<file path="src/rtl/chp_pkg.sv">
package chp_pkg;
    typedef enum logic [1:0] {
        SEQ_IDLE,
        SEQ_HOLD1,
        SEQ_HOLD2,
        SEQ_GAP
    } seq_state_t;

    localparam int BIT_ALT      = 5;
    localparam int BIT_REG_BANK = 6;
    localparam int BIT_SRC_REG  = 7;
    localparam int BIT_DECIM    = 12;
    localparam int BIT_LEN_LO   = 13;
    localparam int BIT_LEN_HI   = 14;
endpackage

</file>
<file path="src/rtl/chp_ctl_seq.sv">
module chp_ctl_seq
    import chp_pkg::*;
#(
    parameter int DW = 16
) (
    input  logic          clk,
    input  logic          rst_n,
    input  logic          wr_hit,
    input  logic          ctl_sel,
    input  logic          cs_n,
    input  logic          word_mode,
    input  logic          addr0,
    input  logic [DW-1:0] data,
    output seq_state_t    state,
    output logic          coef_ok,
    output logic          commit,
    output logic [DW-1:0] commit_data,
    output logic [1:0]    commit_mask
);
    localparam int HALF = DW / 2;

    seq_state_t nxt;

    always_comb begin
        nxt = state;
        unique case (state)
            SEQ_IDLE:  if (wr_hit && ctl_sel) nxt = SEQ_HOLD1;
            SEQ_HOLD1: nxt = cs_n ? SEQ_GAP : SEQ_HOLD2;
            SEQ_HOLD2: nxt = SEQ_GAP;
            SEQ_GAP:   nxt = SEQ_IDLE;
        endcase
    end

    always_ff @(posedge clk) begin
        if (!rst_n) state <= SEQ_IDLE;
        else        state <= nxt;
    end

    always_ff @(posedge clk) begin
        if (!rst_n) begin
            commit_data <= '0;
            commit_mask <= '0;
        end else if (state == SEQ_IDLE && wr_hit && ctl_sel) begin
            commit_data <= word_mode ? data : {data[HALF-1:0], data[HALF-1:0]};
            commit_mask <= word_mode ? 2'b11 : (addr0 ? 2'b10 : 2'b01);
        end
    end

    always_comb begin
        coef_ok = (state == SEQ_IDLE);
        commit  = (state == SEQ_HOLD2) && !cs_n;
    end
endmodule

</file>
<file path="src/rtl/chp_coef_wr.sv">
module chp_coef_wr #(
    parameter int AW = 8,
    parameter int DW = 16,
    parameter int LW = 3
) (
    input  logic          clk,
    input  logic          rst_n,
    input  logic          wr_en,
    input  logic          word_mode,
    input  logic [AW-1:0] addr,
    input  logic [DW-1:0] data,
    input  logic [LW-1:0] lim_log,
    output logic          coef_we,
    output logic [AW-2:0] coef_addr,
    output logic [DW-1:0] coef_data
);
    localparam int CAW  = AW - 1;
    localparam int HALF = DW / 2;

    logic [CAW-1:0]  tgt;
    logic            in_range;
    logic            complete;
    logic [HALF-1:0] low_hold;
    logic            low_valid;

    always_comb begin
        tgt      = word_mode ? addr[CAW-1:0] : addr[AW-1:1];
        in_range = ((tgt >> lim_log) == '0);
        complete = wr_en && (word_mode || (addr[0] && low_valid));
    end

    always_ff @(posedge clk) begin
        if (!rst_n) begin
            low_hold  <= '0;
            low_valid <= 1'b0;
            coef_we   <= 1'b0;
            coef_addr <= '0;
            coef_data <= '0;
        end else begin
            if (wr_en && !word_mode) begin
                if (!addr[0]) begin
                    low_hold  <= data[HALF-1:0];
                    low_valid <= 1'b1;
                end else begin
                    low_valid <= 1'b0;
                end
            end
            coef_we <= complete && in_range;
            if (complete) begin
                coef_addr <= tgt;
                coef_data <= word_mode ? data : {data[HALF-1:0], low_hold};
            end
        end
    end
endmodule

</file>
<file path="src/rtl/chp_bank_ctl.sv">
module chp_bank_ctl
    import chp_pkg::*;
#(
    parameter int          DW         = 16,
    parameter logic [15:0] RESET_WORD = 16'h8C80
) (
    input  logic          clk,
    input  logic          rst_n,
    input  logic          commit,
    input  logic [DW-1:0] commit_data,
    input  logic [1:0]    commit_mask,
    input  logic          swap_pin,
    input  logic          sample_stb,
    input  logic          run_go,
    output logic [DW-1:0] ctl_active,
    output logic          bank_upper
);
    localparam int HALF = DW / 2;

    logic [DW-1:0] shadow;
    logic          alt_next;
    logic          alt_req;
    logic          req;

    always_comb begin
        alt_req = run_go ? 1'b0 : alt_next;
        if (shadow[BIT_ALT])          req = alt_req;
        else if (shadow[BIT_SRC_REG]) req = shadow[BIT_REG_BANK];
        else                          req = swap_pin;
    end

    always_ff @(posedge clk) begin
        if (!rst_n) begin
            shadow     <= RESET_WORD[DW-1:0];
            ctl_active <= RESET_WORD[DW-1:0];
            bank_upper <= 1'b0;
            alt_next   <= 1'b0;
        end else begin
            if (commit) begin
                if (commit_mask[0]) shadow[HALF-1:0]  <= commit_data[HALF-1:0];
                if (commit_mask[1]) shadow[DW-1:HALF] <= commit_data[DW-1:HALF];
            end
            if (sample_stb) begin
                if (shadow[BIT_ALT]) alt_next <= ~alt_req;
                if (req != bank_upper) begin
                    bank_upper <= req;
                    ctl_active <= shadow;
                end
            end else if (run_go) begin
                alt_next <= 1'b0;
            end
        end
    end
endmodule

</file>
<file path="src/rtl/coef_host_port.sv">
module coef_host_port
    import chp_pkg::*;
#(
    parameter int          ADDR_W     = 8,
    parameter int          DATA_W     = 16,
    parameter int          MIN_LOG    = 5,
    parameter logic [15:0] RESET_WORD = 16'h8C80
) (
    input  logic              clk,
    input  logic              rst_n,
    input  logic [ADDR_W-1:0] host_addr,
    input  logic              host_ctl_sel,
    input  logic [DATA_W-1:0] host_data,
    input  logic              host_cs_n,
    input  logic              host_we_n,
    input  logic              word_mode,
    input  logic              swap_pin,
    input  logic              sample_stb,
    input  logic              run_go,
    output logic [DATA_W-1:0] ctl_active,
    output logic              bank_upper,
    output logic              coef_we,
    output logic [ADDR_W-2:0] coef_addr,
    output logic [DATA_W-1:0] coef_data
);
    localparam int CAW = ADDR_W - 1;
    localparam int LW  = $clog2(CAW + 1);
    localparam int SW  = LW + 1;

    seq_state_t        seq_state;
    logic              tag_match;
    logic              wr_hit;
    logic              coef_ok;
    logic              commit;
    logic [DATA_W-1:0] commit_data;
    logic [1:0]        commit_mask;
    logic [SW-1:0]     lim_sum;
    logic [LW-1:0]     lim_log;

    always_comb begin
        tag_match = (host_data[15:12] == host_data[11:8]);
        wr_hit    = !host_cs_n && !host_we_n && (word_mode || tag_match);
        lim_sum   = SW'(MIN_LOG) + SW'(ctl_active[BIT_LEN_HI:BIT_LEN_LO])
                  + SW'(ctl_active[BIT_DECIM]);
        lim_log   = (lim_sum > SW'(CAW)) ? LW'(CAW) : lim_sum[LW-1:0];
    end

    chp_ctl_seq #(.DW(DATA_W)) u_seq (
        .clk(clk), .rst_n(rst_n), .wr_hit(wr_hit), .ctl_sel(host_ctl_sel),
        .cs_n(host_cs_n), .word_mode(word_mode), .addr0(host_addr[0]),
        .data(host_data), .state(seq_state), .coef_ok(coef_ok),
        .commit(commit), .commit_data(commit_data), .commit_mask(commit_mask)
    );

    chp_coef_wr #(.AW(ADDR_W), .DW(DATA_W), .LW(LW)) u_coef (
        .clk(clk), .rst_n(rst_n),
        .wr_en(wr_hit && !host_ctl_sel && coef_ok),
        .word_mode(word_mode), .addr(host_addr), .data(host_data),
        .lim_log(lim_log), .coef_we(coef_we), .coef_addr(coef_addr),
        .coef_data(coef_data)
    );

    chp_bank_ctl #(.DW(DATA_W), .RESET_WORD(RESET_WORD)) u_bank (
        .clk(clk), .rst_n(rst_n), .commit(commit), .commit_data(commit_data),
        .commit_mask(commit_mask), .swap_pin(swap_pin), .sample_stb(sample_stb),
        .run_go(run_go), .ctl_active(ctl_active), .bank_upper(bank_upper)
    );
endmodule

</file>
<file path="config.mk">
export PLATFORM = sky130hd
export DESIGN_NAME = coef_host_port
export DESIGN_NICKNAME = d
export VERILOG_FILES = /design/src/rtl/chp_pkg.sv /design/src/rtl/chp_ctl_seq.sv /design/src/rtl/chp_coef_wr.sv /design/src/rtl/chp_bank_ctl.sv /design/src/rtl/coef_host_port.sv
export SDC_FILE = /design/constraint.sdc
export NUM_CORES = 1
export LEC_CHECK = 0
export CORE_ASPECT_RATIO = 1.25
export CORE_UTILIZATION = 35
export DETAILED_ROUTE_END_ITERATION = 7
export GPL_ROUTABILITY_DRIVEN = 0
export PLACE_DENSITY = 0.62
export SYNTH_ARGS = -nofsm -noshare
export SYNTH_HDL_FRONTEND = slang
export SYNTH_SLANG_ARGS = --single-unit
</file>
<file path="constraint.sdc">
create_clock -name clk -period 2 [get_ports clk]
set_input_delay 0.5 -clock clk [delete_from_list [all_inputs] [get_ports clk]]
set_output_delay 0.5 -clock clk [all_outputs]
set_load 0.02 [all_outputs]
</file>
Word level (Yosys, flattened, before mapping)
Index checks and enable logic that the tools add are counted.
{"block": "op_classes", "addsub": 2, "n_lt_le_gt_ge": 1, "eq_ne": 7, "shifts": 1, "n_mux": 15, "bitwise": 2, "n_reduce_logical": 24}
{"operator": "16-bit 2-to-1 mux", "n": 2}
{"operator": "1-bit logical AND", "n": 12}
{"operator": "2-bit one-hot mux with 4 select lines", "n": 1}
{"operator": "2-bit AND reduction", "n": 4}
{"operator": "7-bit logical NOT", "n": 1}
{"operator": "1-bit 2-to-1 mux", "n": 7}
{"operator": "7-bit 2-to-1 mux", "n": 1}
{"operator": "7-bit by 3-bit right shift with 7-bit output", "n": 1}
{"operator": "2-bit 2-to-1 mux", "n": 3}
{"operator": "3-bit by 2-bit adder with 4-bit output, first input constant", "n": 1}
{"operator": "4-bit by 1-bit adder with 4-bit output", "n": 1}
{"operator": "2-bit equality test, second input constant", "n": 2}
{"operator": "4-bit equality test", "n": 1}
{"operator": "4-bit by 3-bit greater-than comparator with 1-bit output, second input constant", "n": 1}
{"operator": "1-bit logical NOT", "n": 4}
{"operator": "2-bit by 1-bit != test with 1-bit output, second input constant", "n": 2}
{"operator": "3-bit 2-to-1 mux", "n": 1}
{"operator": "2-bit by 1-bit equality test with 1-bit output, second input constant", "n": 1}
{"operator": "2-bit logical NOT", "n": 1}
{"operator": "1-bit logical OR", "n": 2}
{"operator": "1-bit NOT", "n": 2}
{"operator": "1-bit != test", "n": 1}
{"block": "word_totals", "register_bits": 87, "input_bits": 33, "out_inout_bits": 41, "wordCells": 65}

Logic depth before layout (Yosys ltp)
{"block": "logic_depth", "word_depth": 7, "depth_mapped": 9, "depth_no_buf": 7}

Cells and area by module
From an unflattened synthesis, not the netlist that was laid out.
{"block": "unflattened", "hier_cells": 424, "area_unflattened_um2": 4050.1}
{"module": "chp_coef_wr", "n_inst": 1, "cells_each": 153, "area_each_um2": 1551.5}
{"module": "chp_bank_ctl", "n_inst": 1, "cells_each": 157, "area_each_um2": 1398.8}
{"module": "chp_ctl_seq", "n_inst": 1, "cells_each": 99, "area_each_um2": 996.0}
{"module": "coef_host_port", "n_inst": 1, "cells_each": 15, "area_each_um2": 103.8}

Worst setup path before layout
Ideal clock, no wire load.
{"block": "synth_timing", "path_kind": "flip-flop to flip-flop", "startpoint": "register u_seq.state[0]", "endpoint": "register u_coef.coef_data[11]", "setup_ps": 122, "arrival_ps": 1951, "slack_ps": -73, "path_stages_with_launch": 9, "path_buffers": 3, "cell_sequence": "dfxtp_1 -> inv_1 -> ha_1 -> buf_4 -> or4b_1 -> clkbuf_1 -> o21a_2 -> buf_6 -> a221o_1"}
{"block": "synth_via", "elab_chain_len": 3}
{"element": "start: declaration", "line_no": "chp_ctl_seq.sv:14", "text": "output seq_state_t state,"}
{"element": "start signal: assignment", "line_no": "chp_ctl_seq.sv:36", "text": "else state <= nxt;"}
{"element": "2-bit logical NOT", "line_no": "chp_ctl_seq.sv:50", "text": "coef_ok = (state == SEQ_IDLE);"}
{"element": "1-bit logical AND", "line_no": "coef_host_port.sv:57", "text": ".wr_en(wr_hit && !host_ctl_sel && coef_ok),"}
{"element": "1-bit logical AND", "line_no": "chp_coef_wr.sv:29", "text": "complete = wr_en && (word_mode || (addr[0] && low_valid));"}
{"element": "end signal: assignment", "line_no": "chp_coef_wr.sv:51", "text": "coef_data <= word_mode ? data : {data[HALF-1:0], low_hold};"}
{"element": "end: declaration", "line_no": "chp_coef_wr.sv:15", "text": "output logic [DW-1:0] coef_data"}
Every way passes these cells.
A chain may end at the register's enable or synchronous reset.

Worst setup path after layout
{"block": "layout_timing", "startpoint": "input host_data[12]", "endpoint": "register u_coef.coef_data[4]"}
{"block": "layout_via", "elab_chain_len": 6}
{"element": "start: declaration", "line_no": "coef_host_port.sv:13", "text": "input logic [DATA_W-1:0] host_data,"}
{"element": "4-bit equality test", "line_no": "coef_host_port.sv:41", "text": "tag_match = (host_data[15:12] == host_data[11:8]);"}
{"element": "1-bit logical OR", "line_no": "coef_host_port.sv:42", "text": "wr_hit = !host_cs_n && !host_we_n && (word_mode || tag_match);"}
{"element": "1-bit logical AND", "line_no": "coef_host_port.sv:42"}
{"element": "1-bit logical AND (2 in series)", "line_no": "coef_host_port.sv:57"}
{"element": "1-bit logical AND", "line_no": "chp_coef_wr.sv:29"}
Every way passes these cells.

==> impl.org <==
** STA
- Max_slew headroom :: 76.98%
- # setup viols final :: 0
- Worst clock skew :: 0.01153 ns
- Sum of negative setup slack :: 0 ns
- Min Tclk post-route :: 1.992 ns
- Setup repair after global routing left no endpoint under its margin.
- Final hold analysis gives a worst-case slack of 0.4578 ns.
- Share of the clock period used by the worst path :: 99.58%
- Final Hold Fails :: 0
- For this run, the top clock speed supported by timing is 502.1 MHz.
- Slew Limit Fails :: 0
- Transition time at the pin with the least slew margin :: 0.3448 ns

** Floorplan
- Die extent in y :: 120.7 um
- Number of standard-cell rows in the floorplan :: 43
- The initial utilization of the core area, before any placement, comes to 35.76%.
- Measured along the x axis, the die boundary spans 96.95 um.
- In this run the count of I/O pins placed on the die edge is 74.
- The core region is 11030 um2.
- The die covers 11700 um2.

** Synth
- When the netlist entered floorplanning its net count stood at 465.
- Summed instance area of the synthesized netlist :: 3944 um2
- After synthesis, the most frequently instantiated cells are sky130_fd_sc_hd__dfxtp_1 (87), sky130_fd_sc_hd__nand2_1 (64), sky130_fd_sc_hd__mux2i_1 (48).
- Sorting the synthesized cells by area gives the leading types as sky130_fd_sc_hd__dfxtp_1 (44%), sky130_fd_sc_hd__mux2i_1 (12%), sky130_fd_sc_hd__nand2_1 (6.1%).
- Number of instances in the synthesized netlist :: 427
- Distinct cells, synth :: 49
- The synthesized design spends more area on one cell type than any other, namely sky130_fd_sc_hd__dfxtp_1.
- Predominant post-synthesis flop cell :: sky130_fd_sc_hd__dfxtp_1
- Summing the sequential cell areas from Yosys gives 44.16% of the chip area.
- Syn Area/Cell :: 9.236 um2
- Count leader, synth :: sky130_fd_sc_hd__dfxtp_1
- Counting flops and latches in the post-synthesis netlist gives 87.
- For this run, asynchronously set or reset flops after synthesis account for 0%.
- Number of synthesized flops with an enable pin :: 0
- Syn. warnings :: 0
- The share of synthesized area in the top cell type comes to 44.16%.

** Worst hold path
- The worst hold path belongs to the class reg -> reg.
- The startpoint identified for the worst hold timing path is u_seq.commit_data[2].

** Clock network
- TritonCTS clock tree :: done
- TritonCTS created 9 clock buffers.
- Clock Root Buffer :: sky130_fd_sc_hd__clkbuf_16
- The clock reaches the later pin of the worst-skew pair after 0.34 ns.
- CTS built an H-tree with a depth of 3.
- Cts hold-fix bufs :: 0
- The clock drives 87 sinks.
- Clock-pin transition on the worst setup and hold timing paths :: 0.07 ns
- CTS Buffer Depth :: 2

** Detailed routing
- Detailed-route via count :: 3416
- The final layout contains routed wiring with a total length of 10.03 mm.
- Using the TritonRoute via totals, the vias-per-cell ratio works out to 5.106.
- Initial DRC count :: 119
- Top Layer Used :: met4
- Before antenna repair, the detailed router went through 4 iterations.
- For this run, design rule violations remaining after detail routing come to 0.
- Met3 wirelength from detailed routing :: 448 um
- Met2 Routed Length :: 5.079 mm
- In this run the remaining antenna-violating nets after routing total 0.
- Dividing the detail-routed wire length by the instance count gives 15.00 um.
- After detailed routing, the wire length on met1 is 4.351 mm.

** Global routing
- For this run the aggregate overflow at the end of global routing stands at 0.
- Entering global routing, the biggest net connects 61 pins.
- The number of global-route vias before repair is 3397.
- The initial antenna violation count was 0.
- The first global-routing pass estimated 16.55 mm of wire.
- Global routing used 17.78% of the available tracks.

** Setup path
- Largest incremental delay on the critical path :: 0.38 ns
- Series of cell instances along the critical path :: dlygate4sd2_1 -> xor2_4 -> nor4_4 -> buf_4 -> a31oi_4 -> o21a_4 -> a221o_2
- CP top delay family :: compound AO/OA/AOI/OAI gates
- Data on the critical path is required at its endpoint by 2.23 ns.
- Tracing the worst setup path back leads to its startpoint at host_data[12].
- Critical-path maximum fanout :: 6
- The startpoint identified for the worst register-to-register timing path is u_seq.state[0].
- Arrival time worst endpoint :: 2.22 ns
- The critical path is of the in -> reg type.
- The worst setup path is captured at a flip-flop.
- Buffers and inverters on the worst path :: 2
- Worst Setup Start Kind :: input port
- On the critical path, the stage with the largest delay is an instance of sky130_fd_sc_hd__a221o_2.

** Finish
- Final cell utilization of the core :: 50.21%
- Fraction of layout instances using a drive strength above 1 :: 16.67%
- Post-layout instance area :: 5538 um2
- For this run, the post-layout net count is 567.
- The repair_antennas step left the layout with diodes totalling 0.
- Compared with the post-synthesis result, the final layout area differs by 40.42%.

** Status
- The run finished with clean final reports.

** Placement
- Number of port buffers :: 73
- Half-perimeter wire length of the detailed placement result :: 7.051 mm
- Post-place instance area :: 5112 um2

** Power
- IR analysis of the VDD net gives a maximum drop of 0.4922 mV.
- The design draws 3946 uW.
- Summed over all cells, the static leakage comes to 0.002162 uW.
- Power per Cell Area :: 712.5 nW/um2

** Flow run
- # Max-Cap Violations :: 0
## registers in the layout (all words and copies together) (netlist names)
| name | count |
|---|---|
| u_seq.commit_data | 16 |
| u_bank.bank_upper | 1 |
| u_seq.state | 2 |
| u_coef.coef_we | 1 |
| u_coef.coef_addr | 7 |
| u_coef.coef_data | 16 |
| u_bank.ctl_active | 16 |
| u_bank.shadow | 16 |
| u_bank.alt_next | 1 |
| u_coef.low_valid | 1 |
| u_coef.low_hold | 8 |
| u_seq.commit_mask | 2 |
## cells in the final DEF (no fill, tap or decap), types with 2 or more instances in the layout
cell type and n:
sky130_fd_sc_hd__clkbuf_16 9, sky130_fd_sc_hd__a21boi_0 12, sky130_fd_sc_hd__xor2_2 2, sky130_fd_sc_hd__buf_12 6
sky130_fd_sc_hd__nor3b_1 3, sky130_fd_sc_hd__and2_1 3, sky130_fd_sc_hd__mux2i_1 48, sky130_fd_sc_hd__nor2b_1 19
sky130_fd_sc_hd__inv_1 6, sky130_fd_sc_hd__o21a_4 2, sky130_fd_sc_hd__a21oi_1 4, sky130_fd_sc_hd__nor3_1 16
sky130_fd_sc_hd__nor2_1 15, sky130_fd_sc_hd__o221a_2 2, sky130_fd_sc_hd__and3_1 6, sky130_fd_sc_hd__nand3_1 31
sky130_fd_sc_hd__clkinvlp_4 2, sky130_fd_sc_hd__o211a_1 2, sky130_fd_sc_hd__nand2_1 64, sky130_fd_sc_hd__dlygate4sd2_1 5
sky130_fd_sc_hd__inv_2 2, sky130_fd_sc_hd__buf_4 40, sky130_fd_sc_hd__dfxtp_1 87, sky130_fd_sc_hd__a221o_1 20
sky130_fd_sc_hd__clkdlybuf4s15_1 2, sky130_fd_sc_hd__ha_1 5, sky130_fd_sc_hd__o21ai_0 11, sky130_fd_sc_hd__a21o_1 7
sky130_fd_sc_hd__mux2_2 2, sky130_fd_sc_hd__clkdlybuf4s50_1 64, sky130_fd_sc_hd__a211oi_1 2, sky130_fd_sc_hd__a221o_2 2
## power by group
part           total (uW)  switching, uW  internal, uW
clock network        1690            684          1010
registers            1780           23.5          1760
logic                 472            237           235
## per-stage QoR
step           instances  setup slack [ns]
2_1_floorplan        427          0.002849
3_3_place_gp         647           -0.6784
3_5_place_dp         647           -0.7099
4_1_cts              668           0.01067
5_1_grt              669          0.004105
6_report             669          0.008470
## worst reg2reg max path, stage by stage, from the launching register on
cell	delay, ns
sky130_fd_sc_hd__dfxtp_1	0.34
sky130_fd_sc_hd__inv_2	0.06
sky130_fd_sc_hd__ha_1	0.15
sky130_fd_sc_hd__or4b_4	0.53
sky130_fd_sc_hd__o21a_4	0.28
sky130_fd_sc_hd__a221o_2	0.39
## cells by family (layout without fill, tap and decap cells)
family | after synthesis | in the layout | share of synthesized area, %
AND/OR/NAND/NOR | 168 | 168 | 21.07
XOR/XNOR | 5 | 5 | 1.110
buffers and inverters | 40 | 145 | 4.568
AO/OA/AOI/OAI | 72 | 74 | 14.75
adder cells (fa/ha/maj) | 5 | 5 | 1.586
multiplexers | 50 | 50 | 12.75
flip-flops | 87 | 87 | 44.16
## cell type report
type,count,area [um2]
fill,1040,5492
multi-input combinational,302,2117
sequential,87,1742
timing repair buffer,121,1174
clock buffer,10,239.0
tap,135,168.9
clock inverter,6,67.56
inverter,8,30.03
## routing by layer
| metal | global-route usage [%] | vias to the layer above |
|---|---|---|
| met1 | 20.39 | 1584 |
| met2 | 31.25 | 87 |
| li1 | - | 1733 |
| met3 | 4.451 | 12 |
| met4 | 7.649 | 0 |
| met5 | 0 | - |
## path summary, 6_finish.rpt
path	to	slack, ns	cells after the start
min	u_seq.commit_data[2]	0.46	2
max reg2reg	u_coef.coef_data[4]	0.16	5
max	u_coef.coef_data[4]	0.008	7
min reg2reg	u_seq.commit_data[2]	0.46	2
## timing repair
| action | 4_1_cts | 5_1_grt |
|---|---|---|
| setup endpoints to repair | 50 | 29 |
| buffers inserted | 2 | 1 |
| pin swaps | 5 | 1 |
| gates resized for setup | 20 | 3 |
| cloned | 3 | 0 |
Power figures use the tool's default switching activity.
